===== src/rtl/dpot_pkg.sv =====
package dpot_pkg;
  localparam int DW     = 8;            // bits per wiper code and per bus byte
  localparam int NCH    = 2;            // wiper channels
  localparam int SEL_W  = $clog2(NCH);  // channel select width
  localparam int CH_BIT = 7;            // instruction: channel select position
  localparam int SD_BIT = 6;            // instruction: shutdown flag position
  localparam int CNT_W  = 4;            // counts 0..9 clock edges per byte

  typedef enum logic [2:0] {
    ST_IDLE,
    ST_ADDR,
    ST_INSTR,
    ST_WDATA,
    ST_RDATA,
    ST_SKIP
  } bus_state_e;
endpackage


===== src/rtl/dpot_line_sync.sv =====
module dpot_line_sync #(
  parameter int          W    = 2,
  parameter logic [W-1:0] INIT = '1
) (
  input  logic         clk,
  input  logic         rst,
  input  logic [W-1:0] d_i,
  output logic [W-1:0] q_o
);
  logic [W-1:0] meta_q;

  always_ff @(posedge clk) begin
    if (rst) begin
      meta_q <= INIT;
      q_o    <= INIT;
    end else begin
      meta_q <= d_i;
      q_o    <= meta_q;
    end
  end
endmodule


===== src/rtl/dpot_bus_fsm.sv =====
module dpot_bus_fsm
  import dpot_pkg::*;
#(
  parameter logic [4:0] ADDR_HI = 5'b01011
) (
  input  logic          clk,
  input  logic          rst,
  input  logic          scl,
  input  logic          sda,
  input  logic [1:0]    strap,
  input  logic [DW-1:0] rd_data,
  output logic          sda_oe_o,
  output logic          wr_instr_o,
  output logic          wr_data_o,
  output logic [DW-1:0] byte_o
);
  bus_state_e       state;
  logic             scl_p, sda_p;
  logic [CNT_W-1:0] cnt;
  logic [DW-1:0]    shreg, txreg;
  logic             rw_q;
  logic             scl_rise, scl_fall, start_c, stop_c;
  logic [6:0]       my_addr;

  localparam logic [CNT_W-1:0] BYTE_END = CNT_W'(DW);
  localparam logic [CNT_W-1:0] ACK_SLOT = CNT_W'(DW + 1);

  assign scl_rise = scl & ~scl_p;
  assign scl_fall = ~scl & scl_p;
  assign start_c  = scl & scl_p & sda_p & ~sda;
  assign stop_c   = scl & scl_p & ~sda_p & sda;
  assign my_addr  = {ADDR_HI, strap};
  assign byte_o   = shreg;

  always_ff @(posedge clk) begin
    if (rst) begin
      scl_p <= 1'b1;
      sda_p <= 1'b1;
    end else begin
      scl_p <= scl;
      sda_p <= sda;
    end
  end

  always_ff @(posedge clk) begin
    if (rst) begin
      state      <= ST_IDLE;
      cnt        <= '0;
      shreg      <= '0;
      txreg      <= '0;
      rw_q       <= 1'b0;
      sda_oe_o   <= 1'b0;
      wr_instr_o <= 1'b0;
      wr_data_o  <= 1'b0;
    end else begin
      wr_instr_o <= 1'b0;
      wr_data_o  <= 1'b0;
      if (start_c) begin
        state    <= ST_ADDR;
        cnt      <= '0;
        sda_oe_o <= 1'b0;
      end else if (stop_c) begin
        state    <= ST_IDLE;
        cnt      <= '0;
        sda_oe_o <= 1'b0;
      end else begin
        unique case (state)
          ST_ADDR, ST_INSTR, ST_WDATA: begin
            if (scl_rise && cnt < BYTE_END) begin
              shreg <= {shreg[DW-2:0], sda};
              cnt   <= cnt + 1'b1;
            end else if (scl_fall && cnt == BYTE_END) begin
              if (state == ST_ADDR) begin
                if (shreg[DW-1:1] == my_addr) begin
                  sda_oe_o <= 1'b1;
                  rw_q     <= shreg[0];
                  cnt      <= ACK_SLOT;
                end else begin
                  state <= ST_SKIP;
                  cnt   <= '0;
                end
              end else begin
                sda_oe_o   <= 1'b1;
                cnt        <= ACK_SLOT;
                wr_instr_o <= (state == ST_INSTR);
                wr_data_o  <= (state == ST_WDATA);
              end
            end else if (scl_fall && cnt == ACK_SLOT) begin
              cnt      <= '0;
              sda_oe_o <= 1'b0;
              if (state == ST_ADDR) begin
                if (rw_q) begin
                  state    <= ST_RDATA;
                  txreg    <= rd_data;
                  sda_oe_o <= ~rd_data[DW-1];
                end else begin
                  state <= ST_INSTR;
                end
              end else begin
                state <= ST_WDATA;
              end
            end
          end
          ST_RDATA: begin
            if (scl_rise && cnt < BYTE_END) begin
              cnt <= cnt + 1'b1;
            end else if (scl_rise && cnt == BYTE_END) begin
              if (sda) begin
                state <= ST_SKIP;
                cnt   <= '0;
              end else begin
                cnt <= ACK_SLOT;
              end
            end else if (scl_fall && cnt != '0 && cnt < BYTE_END) begin
              txreg    <= {txreg[DW-2:0], 1'b0};
              sda_oe_o <= ~txreg[DW-2];
            end else if (scl_fall && cnt == BYTE_END) begin
              sda_oe_o <= 1'b0;
            end else if (scl_fall && cnt == ACK_SLOT) begin
              cnt      <= '0;
              txreg    <= rd_data;
              sda_oe_o <= ~rd_data[DW-1];
            end
          end
          default: ;
        endcase
      end
    end
  end

  a_r2_start_enters_addr: assert property (@(posedge clk) disable iff (rst)
    start_c |=> (state == ST_ADDR && !sda_oe_o));
  a_r2_stop_goes_idle: assert property (@(posedge clk) disable iff (rst)
    stop_c |=> (state == ST_IDLE && !sda_oe_o));
  a_r3_quiet_when_unaddressed: assert property (@(posedge clk) disable iff (rst)
    (state == ST_IDLE || state == ST_SKIP) |-> !sda_oe_o);
  a_r3_drive_after_fall: assert property (@(posedge clk) disable iff (rst)
    ($rose(sda_oe_o) || $fell(sda_oe_o)) |-> $past(scl_fall));
  a_r5_single_commit: assert property (@(posedge clk) disable iff (rst)
    $onehot0({wr_instr_o, wr_data_o}));
endmodule


===== src/rtl/dpot_wiper_bank.sv =====
module dpot_wiper_bank
  import dpot_pkg::*;
#(
  parameter logic [DW-1:0] PRESET = 8'h80
) (
  input  logic                   clk,
  input  logic                   rst,
  input  logic                   wr_instr_i,
  input  logic                   wr_data_i,
  input  logic [DW-1:0]          byte_i,
  output logic [NCH-1:0][DW-1:0] wipers_o,
  output logic [NCH-1:0]         shdn_o,
  output logic [DW-1:0]          rd_data_o
);
  logic [SEL_W-1:0] sel_q;

  always_ff @(posedge clk) begin
    if (rst)             sel_q <= '0;
    else if (wr_instr_i) sel_q <= byte_i[CH_BIT -: SEL_W];
  end

  for (genvar g = 0; g < NCH; g++) begin : g_ch
    logic [DW-1:0] code_q;
    logic          sd_q;
    always_ff @(posedge clk) begin
      if (rst) begin
        code_q <= PRESET;
        sd_q   <= 1'b0;
      end else begin
        if (wr_data_i && sel_q == SEL_W'(g))
          code_q <= byte_i;
        if (wr_instr_i && byte_i[CH_BIT -: SEL_W] == SEL_W'(g))
          sd_q <= byte_i[SD_BIT];
      end
    end
    assign wipers_o[g] = code_q;
    assign shdn_o[g]   = sd_q;
  end

  assign rd_data_o = wipers_o[sel_q];

  a_r1_preset_after_reset: assert property (@(posedge clk) disable iff (rst)
    $fell(rst) |-> (wipers_o == {NCH{PRESET}} && shdn_o == '0));
  a_r6_code_holds: assert property (@(posedge clk) disable iff (rst)
    !wr_data_i |=> $stable(wipers_o));
  a_r4_shdn_holds: assert property (@(posedge clk) disable iff (rst)
    !wr_instr_i |=> $stable(shdn_o));
endmodule


===== src/rtl/dpot_i2c_target.sv =====
module dpot_i2c_target
  import dpot_pkg::*;
#(
  parameter logic [4:0]    ADDR_HI = 5'b01011,
  parameter logic [DW-1:0] PRESET  = 8'h80
) (
  input  logic          clk,
  input  logic          rst,
  input  logic          scl_i,
  input  logic          sda_i,
  input  logic [1:0]    strap_i,
  output logic          sda_oe_o,
  output logic [DW-1:0] wiper0_o,
  output logic [DW-1:0] wiper1_o,
  output logic [1:0]    shdn_o
);
  logic [3:0]             sync_q;
  logic                   wr_instr, wr_data;
  logic [DW-1:0]          bus_byte, rd_data;
  logic [NCH-1:0][DW-1:0] wipers;

  dpot_line_sync #(.W(4), .INIT(4'b1111)) u_sync (
    .clk (clk),
    .rst (rst),
    .d_i ({strap_i, sda_i, scl_i}),
    .q_o (sync_q)
  );

  dpot_bus_fsm #(.ADDR_HI(ADDR_HI)) u_fsm (
    .clk        (clk),
    .rst        (rst),
    .scl        (sync_q[0]),
    .sda        (sync_q[1]),
    .strap      (sync_q[3:2]),
    .rd_data    (rd_data),
    .sda_oe_o   (sda_oe_o),
    .wr_instr_o (wr_instr),
    .wr_data_o  (wr_data),
    .byte_o     (bus_byte)
  );

  dpot_wiper_bank #(.PRESET(PRESET)) u_bank (
    .clk        (clk),
    .rst        (rst),
    .wr_instr_i (wr_instr),
    .wr_data_i  (wr_data),
    .byte_i     (bus_byte),
    .wipers_o   (wipers),
    .shdn_o     (shdn_o),
    .rd_data_o  (rd_data)
  );

  assign wiper0_o = wipers[0];
  assign wiper1_o = wipers[1];
endmodule


===== config.mk =====
export PLATFORM = sky130hd
export DESIGN_NAME = dpot_i2c_target
export DESIGN_NICKNAME = d
export VERILOG_FILES = /design/src/rtl/dpot_pkg.sv /design/src/rtl/dpot_line_sync.sv /design/src/rtl/dpot_bus_fsm.sv /design/src/rtl/dpot_wiper_bank.sv /design/src/rtl/dpot_i2c_target.sv
export SDC_FILE = /design/constraint.sdc
export NUM_CORES = 1
export LEC_CHECK = 0
export ABC_AREA = 1
export CELL_PAD_IN_SITES_DETAIL_PLACEMENT = 0
export CELL_PAD_IN_SITES_GLOBAL_PLACEMENT = 1
export CORE_MARGIN = 2
export CORE_UTILIZATION = 30
export DETAILED_ROUTE_END_ITERATION = 8
export HOLD_SLACK_MARGIN = 0.06
export PLACE_DENSITY_LB_ADDON = 0.08
export RECOVER_POWER = 25
export SYNTH_ARGS = -nofsm -noshare
export SYNTH_HDL_FRONTEND = slang
export SYNTH_SLANG_ARGS = --single-unit
export TNS_END_PERCENT = 1

===== constraint.sdc =====
create_clock -name clk -period 2 [get_ports clk]
set_input_delay 0.4 -clock clk [delete_from_list [all_inputs] [get_ports clk]]
set_output_delay 0.4 -clock clk [all_outputs]
set_load 0.02 [all_outputs]

# ---- Word level (Yosys, flattened, before mapping)
# Cells that the tools add are included.
dict set report word_totals {
  reg_bits 55
  inputBits 6
  output_inout_bits 19
  wordCells 146
}
dict set report classes {
  add_sub_neg 1
  magnitude_cmp 2
  eq_ne 32
  n_mux 50
  bitwise 20
  n_reduce_logical 23
}
# op count
set op_table {}
lappend op_table {{2-to-1 mux 7 bit} 10}
lappend op_table {{2-to-1 mux 4 bit} 10}
lappend op_table {{2-to-1 mux 3 bit} 10}
lappend op_table {{2-to-1 mux 8 bit} 2}
lappend op_table {{inequality test 4 x 2 -> 1 bit (second input constant)} 4}
lappend op_table {{AND reduction 8 bit} 2}
lappend op_table {{2-to-1 mux 1 bit} 14}
lappend op_table {{case mux 7 bit (2 select lines)} 1}
lappend op_table {{AND reduction 7 bit} 2}
lappend op_table {{NOT 1 bit} 13}
lappend op_table {{AND reduction 12 bit} 1}
lappend op_table {{logical AND 1 bit} 10}
lappend op_table {{inequality test 2 bit (second input constant)} 5}
lappend op_table {{inequality test 5 x 3 -> 1 bit (second input constant)} 2}
lappend op_table {{inequality test 3 bit (second input constant)} 3}
lappend op_table {{equality test 4 bit (second input constant)} 2}
lappend op_table {{inequality test 2 x 1 -> 1 bit (second input constant)} 4}
lappend op_table {{inequality test 4 x 1 -> 1 bit (second input constant)} 2}
lappend op_table {{case mux 4 bit (2 select lines)} 1}
lappend op_table {{nonzero test 4 bit} 2}
lappend op_table {{bitwise AND 1 bit} 7}
lappend op_table {{equality test 7 x 6 -> 1 bit} 1}
lappend op_table {{OR reduction 7 bit} 1}
lappend op_table {{equality test 3 x 2 -> 1 bit (second input constant)} 2}
lappend op_table {{15 further kinds} 17}

# ---- Logic depth before layout (Yosys ltp)
dict set report logic_depth {
  depth_word 9
  ltp_mapped 12
  ltp_nobuf 12
}

# ---- By module
# From an unflattened synthesis, not the netlist that was laid out.
dict set report unflattened {
  cells_unflattened 420
  area_unflattened_um2 2726.4
}
# mod instances cells_per_inst area_each_um2 seq_area_each_um2
set by_module_without_submodules {}
lappend by_module_without_submodules {dpot_bus_fsm 1 265 1657.8 560.5}
lappend by_module_without_submodules {dpot_wiper_bank 1 130 844.6 380.4}
lappend by_module_without_submodules {dpot_line_sync 1 25 224.0 160.2}

# ---- Least setup slack after synthesis
# No wires, ideal clock.
dict set report synth_timing {
  path_type {register to register}
  startpoint {reg u_fsm.cnt[0]}
  endpoint {reg u_fsm.txreg[4]}
  setup_ns 0.111
  arrival_ns 1.514
  required_time_ns 1.889
  setup_slack_ns 0.375
  path_stages_with_launch 12
  path_buffers 1
  period_less_slack_ns 1.625
  cell_sequence {dfxtp_1 > inv_1 > ha_1 > nand3_4 > nor2_4 > nand2_2 > nand3_2 > nor2_4 > and2_4 > buf_6 > nor2_2 > nor2_2}
}
dict set report synth_via {
  elab_chain_cells 7
  word_cells_on_any_way 22
  cone_classes {order compare: 1; eq/ne: 9; mux: 4; reduce/logical: 8}
}
# element line
set synth_rtl {}
lappend synth_rtl {{start, declared} dpot_bus_fsm.sv:19} ;# logic [CNT_W-1:0] cnt;
lappend synth_rtl {{start signal, assigned} dpot_bus_fsm.sv:71} ;# cnt <= cnt + 1'b1;
lappend synth_rtl {{start signal, assigned} dpot_bus_fsm.sv:106} ;# cnt <= cnt + 1'b1;
lappend synth_rtl {{parallel branches: the longest is 7 deep, another holds < comparator 4 bit} n/a}
lappend synth_rtl {{end signal, assigned} dpot_bus_fsm.sv:94} ;# txreg <= rd_data;
lappend synth_rtl {{end signal, assigned} dpot_bus_fsm.sv:115} ;# txreg <= {txreg[DW-2:0], 1'b0};
lappend synth_rtl {{end signal, assigned} dpot_bus_fsm.sv:121} ;# txreg <= rd_data;
lappend synth_rtl {{end, declared} dpot_bus_fsm.sv:20} ;# logic [DW-1:0] shreg, txreg;
# Several ways; the timed one is not identified. The select of a mux whose other input is x is not followed.
# A chain may end at the register's enable or synchronous reset.

# ---- Worst setup path in the final report
dict set report layout_timing {
  startpoint {reg u_fsm.cnt[0]}
  endpoint {reg u_fsm.cnt[2]}
}
dict set report layout_via {
  elab_chain_cells 8
  word_cells_on_any_way 22
  cone_classes {add/sub: 1; order compare: 1; eq/ne: 4; mux: 8; reduce/logical: 8}
}
# element line
set layout_rtl {}
lappend layout_rtl {{equality test 4 bit} {dpot_bus_fsm.sv:88, dpot_bus_fsm.sv:119}}
lappend layout_rtl {{logical AND 1 bit} {dpot_bus_fsm.sv:88, dpot_bus_fsm.sv:119}}
lappend layout_rtl {{2-to-1 mux 4 bit (3 in a row)} n/a}
lappend layout_rtl {{2-to-1 mux 4 bit} dpot_bus_fsm.sv:107} ;# end else if (scl_rise && cnt == BYTE_END) begin
lappend layout_rtl {{2-to-1 mux 4 bit} dpot_bus_fsm.sv:105} ;# if (scl_rise && cnt < BYTE_END) begin
lappend layout_rtl {{case mux 4 bit (2 select lines)} dpot_bus_fsm.sv:67} ;# unique case (state)
# Parallel ways exist; a longest one is shown, timed or not. The select of a mux whose other input is x is not followed.

==> impl_metrics.tcl <==
set metrics [dict create \
    status "completed" \
    netlist_area_um2 2720 \
    combinationalPowerShare 0.303 \
    ios 25 \
    io_buffers 24 \
    r2r_cells 10 \
    holdPathStages 1 \
    vias 2412 \
    syn_area_per_cell_um2 7.234 \
    drv_slew 0 \
    die_h_um 99.22 \
    synthSimpleGateAreaFrac 0.3804 \
    cts_buffers 5 \
    synthCells 376 \
    synth_top_area_frac 0.4048 \
    p_clk_frac 0.271 \
    rows 34 \
    ys_seq_area_frac 0.4048 \
    clockRootBuffer "clkbuf_8" \
    placed_area_um2 3087 \
    coreArea_um2 8763 \
    drt.antenna.violating_nets 0 \
    p_sw_frac 0.3668 \
    start_util 0.3104 \
    vdd_drop_max_uv 352.5 \
    fin_nets 412 \
    finClkSkew_ns 0.006205 \
    track_usage 0.1472 \
    synth-adder-area-share 0.01380 \
    wl_per_cell_um 13.56 \
    yosysUniqueCellTypes 33 \
    worst_pin_slew_ns 0.5147 \
    ff2ff_setup_slack_ns 0.18 \
    seqPwrFrac 0.426 \
    p_switching_mw 1.085 \
    fin_crit_ns 1.823 \
    synthMuxAreaShare 0.003680 \
    clockBufferDepth 2 \
    worstPathMaxFanout 6 \
    synth-seq-cells 55 \
    p_per_area_nw_per_um2 925.2 \
    final_cell_mix "89 x nand2_1, 54 x dfxtp_1, 43 x nor2_1, 32 x o21ai_0, 29 x a21oi_1" \
    area_growth_pct 17.53 \
    dieArea_um2 9845 \
    tritoncts "done" \
    vias_per_cell 4.711 \
    setup_viol 0 \
    drv_cap 0 \
    grt_pass1_wl_mm 11.67 \
    drc 0 \
    setup-tns-final_ns 0 \
    hold_class "register to register" \
    fin_area_um2 3197 \
    worstPathArrival_ns 2.04 \
    cts_max_level 2 \
    first_pass_iters 4 \
    die_x_um 99.22 \
    synth_top_family_by_area "simple AND/OR/NAND/NOR gates" \
    worst-setup-path-type "register to register" \
    grt_setup_unrepaired "false" \
    min_period_over_period 0.9116 \
    hold_buffers 0 \
    hold_slack_ns 0.4201 \
    cts_sinks 55 \
    p_int_mw 1.873 \
    initialDrtViolationCount 105 \
    postCtsSetupBuffers 0 \
    critPathRequiredTime_ns 2.21 \
    nFillCells 964 \
    drive_above_1_share 0.1609 \
    antenna_cells_inserted 0 \
    max_slew_margin 0.6569 \
    max_freq_mhz 548.5 \
    place_hpwl_mm 5.297 \
    hold_viol 0 \
    antenna_found_initial 0 \
    start_kind "register" \
    grt_overflow 0 \
    drt_wl_total_mm 6.942 \
    grt_start_max_net_pins 31 \
    synth_area_leader_cell "dfxtp_1" \
    netlist_top_cells_area "dfxtp_1 40%, nand2_1 12%, nor2_1 5.9%" \
    layout_commonest_cell "nand2_1" \
    synth_compound_gate_area_share 0.1279 \
    worstSetupEndpointType "register" \
    place.gp.congestion 0.7752 \
    clk_pin_slew_ns 0.11 \
    synth-xor-area-share 0 \
    clkLatencyLatePin_ns 0.31 \
    yosys_warnings 0 \
    syn-num-nets 385 \
    first_global_vias 2307 \
    p_leak_nw 1.338 \
]
## final cells by class
type | count | area [µm²] | share of cell area
multi-input cells | 277 | 1430 | 0.4474
flip-flops and latches | 55 | 1102 | 0.3448
repair buffers | 30 | 275.3 | 0.08611
well taps | 108 | 135.1 | 0.04227
inverters | 34 | 135.1 | 0.04227
clock buffers | 5 | 68.82 | 0.02153
clock inverters | 3 | 50.05 | 0.01566
## metal layers
| metal | track usage | up-vias | wire length (µm) |
|---|---|---|---|
| met5 | 0 | - | 0 |
| met2 | 0.2251 | 45 | 2988 |
| met1 | 0.2098 | 1085 | 3567 |
| met3 | 0.02670 | 12 | 238 |
| li1 | - | 1270 | - |
| met4 | 0.04742 | 0 | 146 |
## worst max-delay path, stage by stage (launching register included)
cell     delay, ns
dfxtp_2       0.40
inv_1         0.09
ha_1          0.24
nand3_4       0.13
inv_1         0.05
nand2_1       0.17
nand3_1       0.12
nand3_1       0.19
nand3_1       0.12
o21ai_0       0.16
nor2_1        0.06
## repair_timing
item / in CTS / in global routing
gates resized for setup: 0 / 1
endpoints found under the hold margin: 0 / 0
endpoints found under the setup margin: 0 / 8
## cell families after synthesis
logic type | Yosys count
AND/OR/NAND/NOR | 206
AO/OA/AOI/OAI | 67
flip-flops | 55
buffers and inverters | 44
adder cells (fa/ha/maj) | 3
multiplexers | 1
## registers in the layout, indices dropped and copies added, names as in the netlist
signal	flops
u_bank.g_ch.code_q	16
u_bank.g_ch.sd_q	2
u_bank.sel_q	1
u_fsm.byte_o	8
u_fsm.cnt	4
u_fsm.rw_q	1
u_fsm.scl_p	1
u_fsm.sda_oe_o	1
u_fsm.sda_p	1
u_fsm.state	3
u_fsm.txreg	7
u_fsm.wr_data_o	1
u_fsm.wr_instr_o	1
u_sync.meta_q	4
u_sync.q_o	4
## Yosys cell counts (all sizes together)
cell type and n:
nand2 96, nor2 63, dfxtp 55, inv 33, o21ai 32, a21oi 29, nand3 26, or2 8
clkbuf 6, nand3b 5, nor3 5, buf 4, ha 3, a31oi 2, nand4 2, o211ai 2
a311oi 1, and2 1, clkinv 1, mux2i 1, o22ai 1
## power groups by stage
| stage | clock network (mW) | logic (mW) | registers, mW |
|---|---|---|---|
| finish | 0.800 | 0.897 | 1.26 |
| global route | 0.874 | 1.02 | 1.27 |
| CTS | 0.849 | 0.907 | 1.26 |
| detailed placement | 0 | 0.907 | 1.28 |
| global placement | 0 | 0.913 | 1.28 |
| floorplan | 0 | 0.710 | 1.27 |
## per-stage QoR
stage	std cells	power, mW	util	worst slack, ns
6_report	512	2.958	0.3648	0.1769
5_1_grt	512	3.167	0.3648	0.005705
4_1_cts	512	3.014	0.3658	0.08896
3_5_place_dp	504	2.189	0.3522	0.1290
3_3_place_gp	504	2.196	0.3522	0.1776
2_1_floorplan	376	1.983	-	0.3752
## path summary, 6_finish.rpt
| path | start | to |
|---|---|---|
| min reg2reg | u_sync.meta_q[3]$_SDFF_PP1_ | u_sync.q_o[3]$_SDFF_PP1_ |
| max | u_fsm.cnt[0]$_SDFFE_PP0P_ | u_fsm.cnt[2]$_SDFFE_PP0P_ |
| max reg2reg | u_fsm.cnt[0]$_SDFFE_PP0P_ | u_fsm.cnt[2]$_SDFFE_PP0P_ |
| min | u_sync.meta_q[3]$_SDFF_PP1_ | u_sync.q_o[3]$_SDFF_PP1_ |
Note: power is estimated with default switching activity, not from simulation.
